<file path="src/rtl/maskgen_pkg.sv">
package maskgen_pkg;

  typedef enum logic [1:0] {
    RS_IDLE  = 2'd0,
    RS_FETCH = 2'd1,
    RS_ACK   = 2'd2
  } rs_state_e;

  // Source bit of the concatenated state that drives output bit i.
  function automatic int unsigned perm_src(input int unsigned i,
                                           input int unsigned stride,
                                           input int unsigned width);
    return (i * stride) % width;
  endfunction

endpackage

</file>
<file path="src/rtl/maskgen_chunk.sv">
module maskgen_chunk #(
  parameter int unsigned W          = 32,
  parameter logic [W-1:0] TAPS       = 32'h8020_0003,
  parameter logic [W-1:0] RESET_SEED = 32'h1,
  parameter logic [W-1:0] FALLBACK   = 32'h1
) (
  input  logic         clk_i,
  input  logic         rst_ni,
  input  logic         freeze_i,
  input  logic         step_i,
  input  logic         load_i,
  input  logic [W-1:0] seed_i,
  output logic [W-1:0] state_o
);

  localparam logic [W-1:0] RESET_VAL = (RESET_SEED == '0) ? FALLBACK : RESET_SEED;

  function automatic logic [W-1:0] galois_next(input logic [W-1:0] s);
    return s[0] ? ((s >> 1) ^ TAPS) : (s >> 1);
  endfunction

  function automatic logic [W-1:0] seed_fix(input logic [W-1:0] s);
    return (s == '0) ? FALLBACK : s;
  endfunction

  logic [W-1:0] state_q;
  logic         do_load;
  logic         do_step;

  assign do_load = load_i & ~freeze_i;
  assign do_step = step_i & ~load_i & ~freeze_i;

  always_ff @(posedge clk_i or negedge rst_ni) begin
    if (!rst_ni) begin
      state_q <= RESET_VAL;
    end else if (do_load) begin
      state_q <= seed_fix(seed_i);
    end else if (do_step) begin
      state_q <= galois_next(state_q);
    end
  end

  assign state_o = state_q;


  idle_hold_chk: assert property (@(posedge clk_i) disable iff (!rst_ni)
    (!step_i && !load_i) |=> $stable(state_o));


  freeze_hold_chk: assert property (@(posedge clk_i) disable iff (!rst_ni)
    freeze_i |=> $stable(state_o));


  nonzero_chk: assert property (@(posedge clk_i) disable iff (!rst_ni)
    state_o != '0);


  load_wins_chk: assert property (@(posedge clk_i) disable iff (!rst_ni)
    (load_i && !freeze_i && seed_i != '0) |=> state_o == $past(seed_i));

endmodule

</file>
<file path="src/rtl/maskgen_reseed_ctrl.sv">
module maskgen_reseed_ctrl
  import maskgen_pkg::*;
#(
  parameter int unsigned N    = 4,
  parameter bit          SKIP = 1'b0
) (
  input  logic         clk_i,
  input  logic         rst_ni,
  input  logic         req_i,
  output logic         ack_o,
  output logic         ent_req_o,
  input  logic         ent_ack_i,
  output logic [N-1:0] load_o
);

  localparam int unsigned IDX_W = (N > 1) ? $clog2(N) : 1;
  localparam logic [IDX_W-1:0] LAST = IDX_W'(N - 1);

  rs_state_e        st_q, st_d;
  logic [IDX_W-1:0] idx_q, idx_d;
  logic             beat;
  logic             last_beat;

  assign beat      = (st_q == RS_FETCH) && ent_ack_i;
  assign last_beat = beat && (idx_q == LAST);

  always_comb begin
    st_d  = st_q;
    idx_d = idx_q;
    unique case (st_q)
      RS_IDLE: begin
        idx_d = '0;
        if (req_i) st_d = SKIP ? RS_ACK : RS_FETCH;
      end
      RS_FETCH: begin
        if (last_beat)  st_d = RS_ACK;
        else if (beat)  idx_d = idx_q + 1'b1;
      end
      RS_ACK:  st_d = RS_IDLE;
      default: st_d = RS_IDLE;
    endcase
  end

  always_ff @(posedge clk_i or negedge rst_ni) begin
    if (!rst_ni) begin
      st_q  <= RS_IDLE;
      idx_q <= '0;
    end else begin
      st_q  <= st_d;
      idx_q <= idx_d;
    end
  end

  for (genvar g = 0; g < N; g++) begin : gen_load
    assign load_o[g] = beat && (idx_q == IDX_W'(g));
  end

  assign ent_req_o = (st_q == RS_FETCH);
  assign ack_o     = (st_q == RS_ACK);


  ack_pulse_chk: assert property (@(posedge clk_i) disable iff (!rst_ni)
    ack_o |=> !ack_o);


  ack_after_last_chk: assert property (@(posedge clk_i) disable iff (!rst_ni)
    last_beat |=> (ack_o && !ent_req_o));


  req_cause_chk: assert property (@(posedge clk_i) disable iff (!rst_ni)
    $rose(ent_req_o) |-> $past(req_i));

  if (SKIP) begin : gen_skip_chk

    no_fetch_chk: assert property (@(posedge clk_i) disable iff (!rst_ni)
      !ent_req_o);
  end

endmodule

</file>
<file path="src/rtl/maskgen_prng.sv">
module maskgen_prng
  import maskgen_pkg::*;
#(
  parameter int unsigned NUM_CHUNKS    = 4,
  parameter int unsigned CHUNK_W       = 32,
  parameter int unsigned ENT_W         = 32,
  parameter int unsigned KEY_W         = 32,
  parameter logic [CHUNK_W-1:0] TAPS    = 32'h8020_0003,
  parameter logic [CHUNK_W-1:0] FALLBACK = 32'h5A5A_0001,
  parameter logic [NUM_CHUNKS*CHUNK_W-1:0] RESET_SEED =
    128'h1357_9BDF_2468_ACE0_0F1E_2D3C_4B5A_6978,
  parameter int unsigned PERM_STRIDE   = 37,
  parameter bit          FORCE_ALLOWED = 1'b1,
  parameter bit          SKIP_RESEED   = 1'b0
) (
  input  logic                                 clk_i,
  input  logic                                 rst_ni,
  input  logic                                 update_i,
  input  logic                                 force_i,
  input  logic                                 reseed_req_i,
  output logic                                 reseed_ack_o,
  output logic                                 ent_req_o,
  input  logic                                 ent_ack_i,
  input  logic [ENT_W-1:0]                     ent_data_i,
  output logic [NUM_CHUNKS*CHUNK_W-1:0]        rnd_o,
  output logic [KEY_W-1:0]                     key_rnd_o,
  output logic [NUM_CHUNKS*CHUNK_W-KEY_W-1:0]  sbox_rnd_o
);

  localparam int unsigned OUT_W = NUM_CHUNKS * CHUNK_W;
  localparam int unsigned SBOX_W = OUT_W - KEY_W;

  logic [OUT_W-1:0]      state_flat;
  logic [NUM_CHUNKS-1:0] load_vec;
  logic [CHUNK_W-1:0]    seed_word;
  logic                  freeze;

  if (FORCE_ALLOWED) begin : gen_force
    assign freeze = force_i;
  end else begin : gen_no_force
    logic unused_force;
    assign unused_force = force_i;
    assign freeze = 1'b0;
  end

  if (ENT_W == CHUNK_W) begin : gen_ent_eq
    assign seed_word = ent_data_i;
  end else if (ENT_W > CHUNK_W) begin : gen_ent_wide
    assign seed_word = ent_data_i[CHUNK_W-1:0];
  end else begin : gen_ent_narrow
    assign seed_word = {{(CHUNK_W-ENT_W){1'b0}}, ent_data_i};
  end

  maskgen_reseed_ctrl #(
    .N    (NUM_CHUNKS),
    .SKIP (SKIP_RESEED)
  ) u_ctrl (
    .clk_i     (clk_i),
    .rst_ni    (rst_ni),
    .req_i     (reseed_req_i),
    .ack_o     (reseed_ack_o),
    .ent_req_o (ent_req_o),
    .ent_ack_i (ent_ack_i),
    .load_o    (load_vec)
  );

  for (genvar c = 0; c < NUM_CHUNKS; c++) begin : gen_chunk
    maskgen_chunk #(
      .W          (CHUNK_W),
      .TAPS       (TAPS),
      .RESET_SEED (RESET_SEED[c*CHUNK_W +: CHUNK_W]),
      .FALLBACK   (FALLBACK)
    ) u_chunk (
      .clk_i    (clk_i),
      .rst_ni   (rst_ni),
      .freeze_i (freeze),
      .step_i   (update_i),
      .load_i   (load_vec[c]),
      .seed_i   (seed_word),
      .state_o  (state_flat[c*CHUNK_W +: CHUNK_W])
    );
  end

  for (genvar i = 0; i < OUT_W; i++) begin : gen_perm
    assign rnd_o[i] = state_flat[perm_src(i, PERM_STRIDE, OUT_W)];
  end

  assign key_rnd_o  = rnd_o[OUT_W-1 -: KEY_W];
  assign sbox_rnd_o = rnd_o[SBOX_W-1:0];


  one_load_chk: assert property (@(posedge clk_i) disable iff (!rst_ni)
    $onehot0(load_vec));


  out_frozen_chk: assert property (@(posedge clk_i) disable iff (!rst_ni)
    freeze |=> $stable(rnd_o));

endmodule

</file>
<file path="config.mk">
export PLATFORM = sky130hd
export DESIGN_NAME = maskgen_prng
export DESIGN_NICKNAME = d
export VERILOG_FILES = /design/src/rtl/maskgen_pkg.sv /design/src/rtl/maskgen_chunk.sv /design/src/rtl/maskgen_reseed_ctrl.sv /design/src/rtl/maskgen_prng.sv
export SDC_FILE = /design/constraint.sdc
export NUM_CORES = 1
export LEC_CHECK = 0
export BUFFER_PORTS_ARGS = -buffer_cell sky130_fd_sc_hd__buf_4
export CORE_MARGIN = 2
export CORE_UTILIZATION = 53
export CTS_CLUSTER_DIAMETER = 100
export DETAILED_ROUTE_END_ITERATION = 6
export HOLD_SLACK_MARGIN = 0.05
export PLACE_DENSITY = 0.95
export SYNTH_ARGS = -nofsm -noshare
export SYNTH_HDL_FRONTEND = slang
export SYNTH_SLANG_ARGS = --single-unit
</file>
<file path="constraint.sdc">
create_clock -name clk_i -period 2.7 [get_ports clk_i]
set_input_delay 0.27 -clock clk_i [delete_from_list [all_inputs] [get_ports clk_i]]
set_output_delay 0.27 -clock clk_i [all_outputs]
set_load 0.01 [all_outputs]
</file>
==> flow_summary.json, run 1 <==
{
  "startpoint_of_the_worst_slack_reg_to_reg_timing_path": "u_ctrl.st_q[1]",
  "sequence_of_cells_on_the_critical_path": "and4bb_1 -> nand2_2 -> buf_4 -> o211ai_1 -> o21ai_0",
  "skew_ps": 8.48,
  "r2r_end": "gen_chunk[3].u_chunk.state_o[1]",
  "yosysUniqueCellTypes": 36,
  "holdCritStartpoint": "ent_ack_i",
  "r2r.worst_path.cells": 5,
  "synth_flop_cell": "sky130_fd_sc_hd__dfrtp_1",
  "viasPerCell": 5.70,
  "final.period_utilization": 0.830,
  "hold_path.class": "in -> reg",
  "finalSetupViolCount": 0,
  "nets": 1058,
  "ioPinCount": 296,
  "required_ps": 3000,
  "fp-row-count": 43,
  "total_power_mw": 12.7,
  "antenna_found_initial": 0,
  "grt_usage": 0.299,
  "drive_above_1_share": 0.406,
  "maxCapViolCount": 0,
  "final-instance-count-excl-fill": 1209,
  "synth-warning-count": 0,
  "totalNegativeSetupSlack_ps": 0,
  "holdPathEnd": "u_ctrl.st_q[0]",
  "clock_sink_count": 132,
  "worst_slew_margin_rel": 0.504,
  "clock_tree.htree_level_count": 4,
  "tightestPinTransition_ps": 742,
  "portion_of_synthesized_cell_area_occupied_by_the_leading_cell_type": 0.231,
  "largest_net_degree_at_the_start_of_global_routing": 66,
  "layout_common_cells": "sky130_fd_sc_hd__buf_4 (307), sky130_fd_sc_hd__nand2_1 (244), sky130_fd_sc_hd__nor2_1 (120)",
  "syn_nets": 912,
  "fp.dieArea_um2": 14900,
  "max_freq_mhz": 446,
  "synthDominantAreaCellType": "sky130_fd_sc_hd__dfrtp_1",
  "ff2ff_setup_slack_ps": 460,
  "p_per_area_nw_per_um2": 1360,
  "via_count_of_the_first_global_routing_pass": 6305,
  "leakagePower_nw": 4.41,
  "antennaDiodeCount": 0,
  "crit_slowest_cell": "sky130_fd_sc_hd__and4bb_1",
  "worstSetupStartpointType": "register",
  "yosysSeqAreaShare": 0.459,
  "synth.avg_cell_area_um2": 8.47,
  "die_height_um": 122,
  "vdd_drop_max_v": 0.000641,
  "timing.final.crit_period_ps": 2240,
  "hold-path-cell-count": 2,
  "port-buffer-count": 295,
  "core_region_area_um2": 13700,
  "path_buf_inv": 1,
  "insertion_delay_to_the_later_sink_of_the_worst_skew_pair_ps": 420,
  "cts_inserted_buffers": 17,
  "hold_viol": 0,
  "failed_checks": "design-rule violations",
  "layout_commonest_cell": "sky130_fd_sc_hd__buf_4",
  "clock_path_buffers": 2,
  "final_antenna_net_count": 0,
  "detail_route.drc_violations": 1,
  "critical_path.top_delay_family": "simple AND/OR/NAND/NOR gates",
  "count_of_vias_placed_by_the_detailed_router": 6896,
  "synthToLayoutAreaGrowth_pct": 26.9,
  "wl_um": 22400,
  "place.detailed.instances": 1176,
  "synth-async-reset-ratio": 1.00,
  "tritoncts": "done",
  "wl_per_cell_um": 18.5,
  "die-width_um": 122,
  "start_util": 0.537,
  "critical-path-max-stage-delay_ps": 550,
  "crit_path_max_fanout": 39,
  "grt_setup_unrepaired": "false",
  "root_buffer": "sky130_fd_sc_hd__clkbuf_16",
  "number_of_flops_mapped_to_enable_cells_by_yosys": 0,
  "cts_resized": 0,
  "place.gp.congestion": 0.899,
  "grt_pass1_wl_um": 34100,
  "drt_pre_antenna_iters": 7,
  "worst_setup_ep_type": "register",
  "timing.critical_path.arrival_ps": 2540,
  "timing.final.max_slew_violations": 0,
  "clock_transition_at_the_registers_of_the_reported_paths_ps": 60,
  "synthesis.instances": 870,
  "status": "complete, but fails checks",
  "post-dp-hpwl_um": 15400,
  "gr-total-overflow": 0,
  "synth_area_um2": 7370,
  "criticalPathCategory": "reg -> reg",
  "drtIter0Drc": 758,
  "synthTopCellsByArea": "sky130_fd_sc_hd__dfrtp_1 (23%), sky130_fd_sc_hd__dfstp_2 (23%), sky130_fd_sc_hd__buf_4 (13%)",
  "ys_ff_latch": 132
}
## routing by layer
metal	routed length, um	vias to the layer above	GRT usage
li1	-	3072	-
met1	8710	3340	0.401
met2	11000	435	0.481
met3	2150	49	0.0637
met4	580	0	0.108
met5	0	-	0
## final cells by class
cell class / instances / area, um^2
sequential: 132 / 3380
timing repair buffer: 312 / 2390
inverter: 4 / 15.0
clock buffer: 18 / 439
clock inverter: 14 / 161
multi-input combinational: 549 / 2740
fill: 1061 / 4370
tap: 180 / 225
## stage by stage
stage | hold slack, ps | worst slack, ps | instance area (um^2) | util
final | 87.7 | 459 | 9350 | 0.682
after global routing | 84.6 | 309 | 9350 | 0.682
after CTS | 72.0 | 489 | 9350 | 0.682
after detailed placement | 265 | 572 | 8740 | 0.637
after global placement | 266 | 662 | 8740 | 0.637
after floorplan | -25.6 | 1240 | 7370 | -
## what timing repair did
item / 4_1_cts / 5_1_grt
hold endpoints to repair: 33 / 0
hold buffers: 1 / 0
setup buffers: 0 / 0
endpoints found under the setup margin: 0 / 0
## sequential cells by signal (all words and copies together), names as in the netlist
name and count:
gen_chunk.u_chunk.state_o 128, u_ctrl.idx_q 2, u_ctrl.st_q 2
## worst reg2reg max path, cell delays in order (launching register included)
cell and delay, ps:
sky130_fd_sc_hd__dfrtp_1 460, sky130_fd_sc_hd__and4bb_1 550, sky130_fd_sc_hd__nand2_2 520, sky130_fd_sc_hd__buf_4 350, sky130_fd_sc_hd__o211ai_1 100, sky130_fd_sc_hd__o21ai_0 150
## power by group
part / total (mW) / switching, mW / internal, mW
combinational: 5.75 / 2.67 / 3.08
sequential: 4.61 / 1.31 / 3.30
clock: 2.35 / 0.885 / 1.47
## cells in the mapped netlist, types with 7 or more instances
| master | number |
|---|---|
| sky130_fd_sc_hd__clkbuf_1 | 20 |
| sky130_fd_sc_hd__buf_2 | 28 |
| sky130_fd_sc_hd__nor4_1 | 7 |
| sky130_fd_sc_hd__o21ai_0 | 9 |
| sky130_fd_sc_hd__buf_4 | 129 |
| sky130_fd_sc_hd__xnor2_1 | 8 |
| sky130_fd_sc_hd__dfstp_2 | 64 |
| sky130_fd_sc_hd__dfrtp_1 | 68 |
| sky130_fd_sc_hd__a32oi_1 | 30 |
| sky130_fd_sc_hd__a31oi_1 | 82 |
| sky130_fd_sc_hd__o211ai_1 | 9 |
| sky130_fd_sc_hd__nand2_1 | 244 |
| sky130_fd_sc_hd__nor2_1 | 120 |
## cells by family after synthesis
kind of cell	Yosys count	share of synthesized area
buf+inv	189	0.171
xor+xnor	12	0.0143
mux	1	0.00153
compound gates	140	0.135
simple gates	392	0.212
fa+ha+maj	4	0.00679
flops	132	0.459
## how the worst max path moves through the flow
stage	startpoint	to	slack (ps)	depth (start not counted)
final	u_ctrl.st_q[1]	gen_chunk[3].u_chunk.state_o[1]	460	5
after global routing	u_ctrl.st_q[1]	gen_chunk[3].u_chunk.state_o[1]	310	5
after CTS	u_ctrl.st_q[1]	gen_chunk[3].u_chunk.state_o[1]	490	5
after detailed placement	u_ctrl.st_q[1]	gen_chunk[3].u_chunk.state_o[1]	570	5
after global placement	u_ctrl.st_q[1]	gen_chunk[3].u_chunk.state_o[1]	660	5
after floorplan	u_ctrl.idx_q[0]	u_ctrl.idx_q[0]	1240	4
Note: power is estimated with default switching activity, not from simulation.
==> inputs of run 2 (changes only) <==
--- a/config.mk
+++ b/config.mk
@@ -5,13 +5,14 @@
 export SDC_FILE = /design/constraint.sdc
 export NUM_CORES = 1
 export LEC_CHECK = 0
+export ABC_AREA = 1
 export BUFFER_PORTS_ARGS = -buffer_cell sky130_fd_sc_hd__buf_4
 export CORE_MARGIN = 2
-export CORE_UTILIZATION = 53
+export CORE_UTILIZATION = 50
 export CTS_CLUSTER_DIAMETER = 100
 export DETAILED_ROUTE_END_ITERATION = 6
 export HOLD_SLACK_MARGIN = 0.05
-export PLACE_DENSITY = 0.95
+export PLACE_DENSITY = 0.91
 export SYNTH_ARGS = -nofsm -noshare
 export SYNTH_HDL_FRONTEND = slang
 export SYNTH_SLANG_ARGS = --single-unit
==> constraint.sdc (replaced) <==
create_clock -name clk_i -period 2.14 [get_ports clk_i]
set_input_delay 0.214 -clock clk_i [delete_from_list [all_inputs] [get_ports clk_i]]
set_output_delay 0.214 -clock clk_i [all_outputs]
set_load 0.01 [all_outputs]
==> flow_summary.json, run 2 <==
{
  "status": "completed",
  "fp.dieArea_um2": 16500,
  "synthDominantAreaCellType": "sky130_fd_sc_hd__dfrtp_1",
  "synth-async-reset-ratio": 1.00,
  "worstSetupPathDepth": 9,
  "ys_ff_latch": 132,
  "minimum_setup_slack_after_placement_ps": 73.6,
  "insertion_delay_to_the_later_sink_of_the_worst_skew_pair_ps": 420,
  "r2r.worst_path.cells": 9,
  "number_of_flops_mapped_to_enable_cells_by_yosys": 0,
  "skew_ps": 8.16,
  "max_freq_mhz": 527,
  "worstSetupStartpointType": "register",
  "layout_common_cells": "sky130_fd_sc_hd__nand2_1 (315), sky130_fd_sc_hd__buf_4 (310), sky130_fd_sc_hd__nand3_1 (177)",
  "multi_input_comb_area_um2": 2830,
  "clock_path_buffers": 2,
  "post-dp-hpwl_um": 17200,
  "grt.busiest_layer": "met2",
  "clock_tree.htree_level_count": 4,
  "p_per_area_nw_per_um2": 1570,
  "vdd_drop_max_v": 0.000757,
  "drt_pre_antenna_iters": 7,
  "root_buffer": "sky130_fd_sc_hd__clkbuf_16",
  "synthTopCellsByArea": "sky130_fd_sc_hd__dfrtp_1 (22%), sky130_fd_sc_hd__dfstp_2 (22%), sky130_fd_sc_hd__nand2_1 (15%)",
  "gr_util_met2": 0.456,
  "drtIter0Drc": 1034,
  "viasPerCell": 5.46,
  "postLayoutCoreUtil": 0.641,
  "totalNegativeSetupSlack_ps": 0,
  "clock_sink_count": 132,
  "timing.final.max_slew_violations": 0,
  "portion_of_synthesized_cell_area_occupied_by_the_leading_cell_type": 0.220,
  "core_region_area_um2": 15100,
  "wl_um": 24100,
  "gr-total-overflow": 0,
  "grt_setup_unrepaired": "false",
  "post-synth-top-count-cell": "sky130_fd_sc_hd__nand2_1",
  "tightestPinTransition_ps": 722,
  "post_cts_buffers": 0,
  "crit_slowest_cell": "sky130_fd_sc_hd__inv_2",
  "synth.avg_cell_area_um2": 7.80,
  "wl_per_cell_um": 17.8,
  "worst_slew_margin_rel": 0.518,
  "synth_common_cells": "sky130_fd_sc_hd__nand2_1 (315), sky130_fd_sc_hd__nand3_1 (177), sky130_fd_sc_hd__buf_4 (134), sky130_fd_sc_hd__dfrtp_1 (68), sky130_fd_sc_hd__inv_1 (65)",
  "timing.final.crit_period_ps": 1900,
  "synth_area_um2": 7730,
  "cts_inserted_buffers": 17,
  "detail_route.drc_violations": 0,
  "fin_area_um2": 9700,
  "yosysUniqueCellTypes": 26,
  "layout.filler_cells": 1291,
  "drive_above_1_share": 0.368,
  "grt_util_met3": 0.0636,
  "ioPinCount": 296,
  "crit_path_max_fanout": 43,
  "largest_reg_flops": 128,
  "grt_util_met1": 0.395,
  "total_power_mw": 15.2,
  "start_util": 0.511,
  "largest_net_degree_at_the_start_of_global_routing": 65,
  "port-buffer-count": 295,
  "timing.critical_path.mode_cell": "sky130_fd_sc_hd__nand2_1",
  "layout_commonest_cell": "sky130_fd_sc_hd__nand2_1",
  "nets": 1190,
  "hold_viol": 0,
  "critical-path-max-stage-delay_ps": 520,
  "timing.critical_path.arrival_ps": 2260,
  "hold_path.class": "in -> reg",
  "required_ps": 2500,
  "grt_usage": 0.288,
  "place.detailed.instances": 1314,
  "final.setup.worst_slack_ps": 243,
  "finalSetupViolCount": 0,
  "final-instance-count-excl-fill": 1348,
  "placement_stage_cell_area_um2": 9140,
  "fp-row-count": 45,
  "die_height_um": 128,
  "clock_transition_at_the_registers_of_the_reported_paths_ps": 60,
  "place.gp.congestion": 0.859,
  "grt_pass1_wl_um": 36500,
  "sequence_of_cells_on_the_critical_path": "inv_1 -> ha_1 -> nand2_1 -> nor2_4 -> inv_2 -> nand3_1 -> nand2_1 -> inv_1 -> nand2_1",
  "antenna_found_initial": 0,
  "syn_nets": 1034,
  "hold-path-cell-count": 3,
  "seqCellArea_um2": 3380,
  "final_antenna_net_count": 0,
  "tritoncts": "done",
  "synthToLayoutAreaGrowth_pct": 25.5,
  "worst_setup_ep_type": "register",
  "final.period_utilization": 0.887,
  "leakagePower_nw": 5.03,
  "synthesis.instances": 992,
  "criticalPathCategory": "reg -> reg",
  "critical_path.top_delay_family": "buffers and inverters",
  "die-width_um": 128,
  "maxCapViolCount": 0,
  "holdWs_ps": 66.9,
  "path_buf_inv": 3,
  "synth-warning-count": 0,
  "via_count_of_the_first_global_routing_pass": 6612,
  "count_of_vias_placed_by_the_detailed_router": 7362,
  "synth_flop_cell": "sky130_fd_sc_hd__dfrtp_1",
  "antennaDiodeCount": 0,
  "yosysSeqAreaShare": 0.437
}
## run 2: cell count changes after synthesis, moves of 7 or more
| cell | before | now |
|---|---|---|
| sky130_fd_sc_hd__a31oi_1 | 82 | 0 |
| sky130_fd_sc_hd__a32oi_1 | 30 | 0 |
| sky130_fd_sc_hd__buf_2 | 28 | 37 |
| sky130_fd_sc_hd__clkbuf_1 | 20 | 7 |
| sky130_fd_sc_hd__inv_1 | 4 | 65 |
| sky130_fd_sc_hd__inv_2 | 0 | 9 |
| sky130_fd_sc_hd__nand2_1 | 244 | 315 |
| sky130_fd_sc_hd__nand3_1 | 2 | 177 |
| sky130_fd_sc_hd__nor2_1 | 120 | 35 |
| sky130_fd_sc_hd__nor4_1 | 7 | 0 |
| sky130_fd_sc_hd__o211ai_1 | 9 | 41 |
| sky130_fd_sc_hd__xnor2_1 | 8 | 0 |
## run 2: repair_timing
item	4_1_cts	5_1_grt
gates resized for setup	0	1
setup endpoints to repair	0	28
hold buffers	3	0
hold endpoints to repair	51	0
## run 2: final cells by class
| cell class | instances | share of cell area |
|---|---|---|
| clock inverter | 5 | 0.00542 |
| sequential | 132 | 0.349 |
| inverter | 74 | 0.0286 |
| tap | 188 | 0.0242 |
| timing repair buffer | 318 | 0.252 |
| clock buffer | 26 | 0.0494 |
| multi-input combinational | 605 | 0.291 |
## run 2: routing by layer
layer  wire length [um]  vias up
met5                  0        -
met4                654        0
met3               2230       56
met2              11600      447
met1               9610     3501
li1                   -     3358
## run 2: final timing paths
| path | start | to | slack [ps] |
|---|---|---|---|
| max in group asynchronous | rst_ni | gen_chunk[1].u_chunk.state_o[2] | 1210 |
| min in group asynchronous | rst_ni | gen_chunk[3].u_chunk.state_o[5] | 220 |
| worst min register to register | gen_chunk[3].u_chunk.state_o[3] | gen_chunk[3].u_chunk.state_o[3] | 510 |
| worst max-delay path | u_ctrl.idx_q[0] | gen_chunk[2].u_chunk.state_o[30] | 240 |
| worst max register to register | u_ctrl.idx_q[0] | gen_chunk[2].u_chunk.state_o[30] | 240 |
| worst min-delay path | ent_data_i[10] | gen_chunk[0].u_chunk.state_o[10] | 70 |
## run 2: worst register-to-register path, delay by kind of cell (launching register included)
family,cells,cell delay (ps)
adders and majority gates,1,210
and+or+nand+nor,5,580
DFF,1,370
buffers and inverters,3,670
## run 2: cells by family (layout without fill, tap and decap cells)
group / count (synthesis) / count (layout) / synth area share
adders and majority gates: 4 / 4 / 0.00647
DFF: 132 / 132 / 0.437
AOI/OAI and AO/OA: 56 / 56 / 0.0514
and+or+nand+nor: 545 / 545 / 0.307
buffers and inverters: 255 / 423 / 0.198
## run 2: power breakdown
part,internal [mW],leakage [nW],switching (mW),total (mW)
combinational,3.55,3.23,3.39,6.94
sequential,4.04,1.54,1.58,5.62
clock,1.64,0.258,1.03,2.68
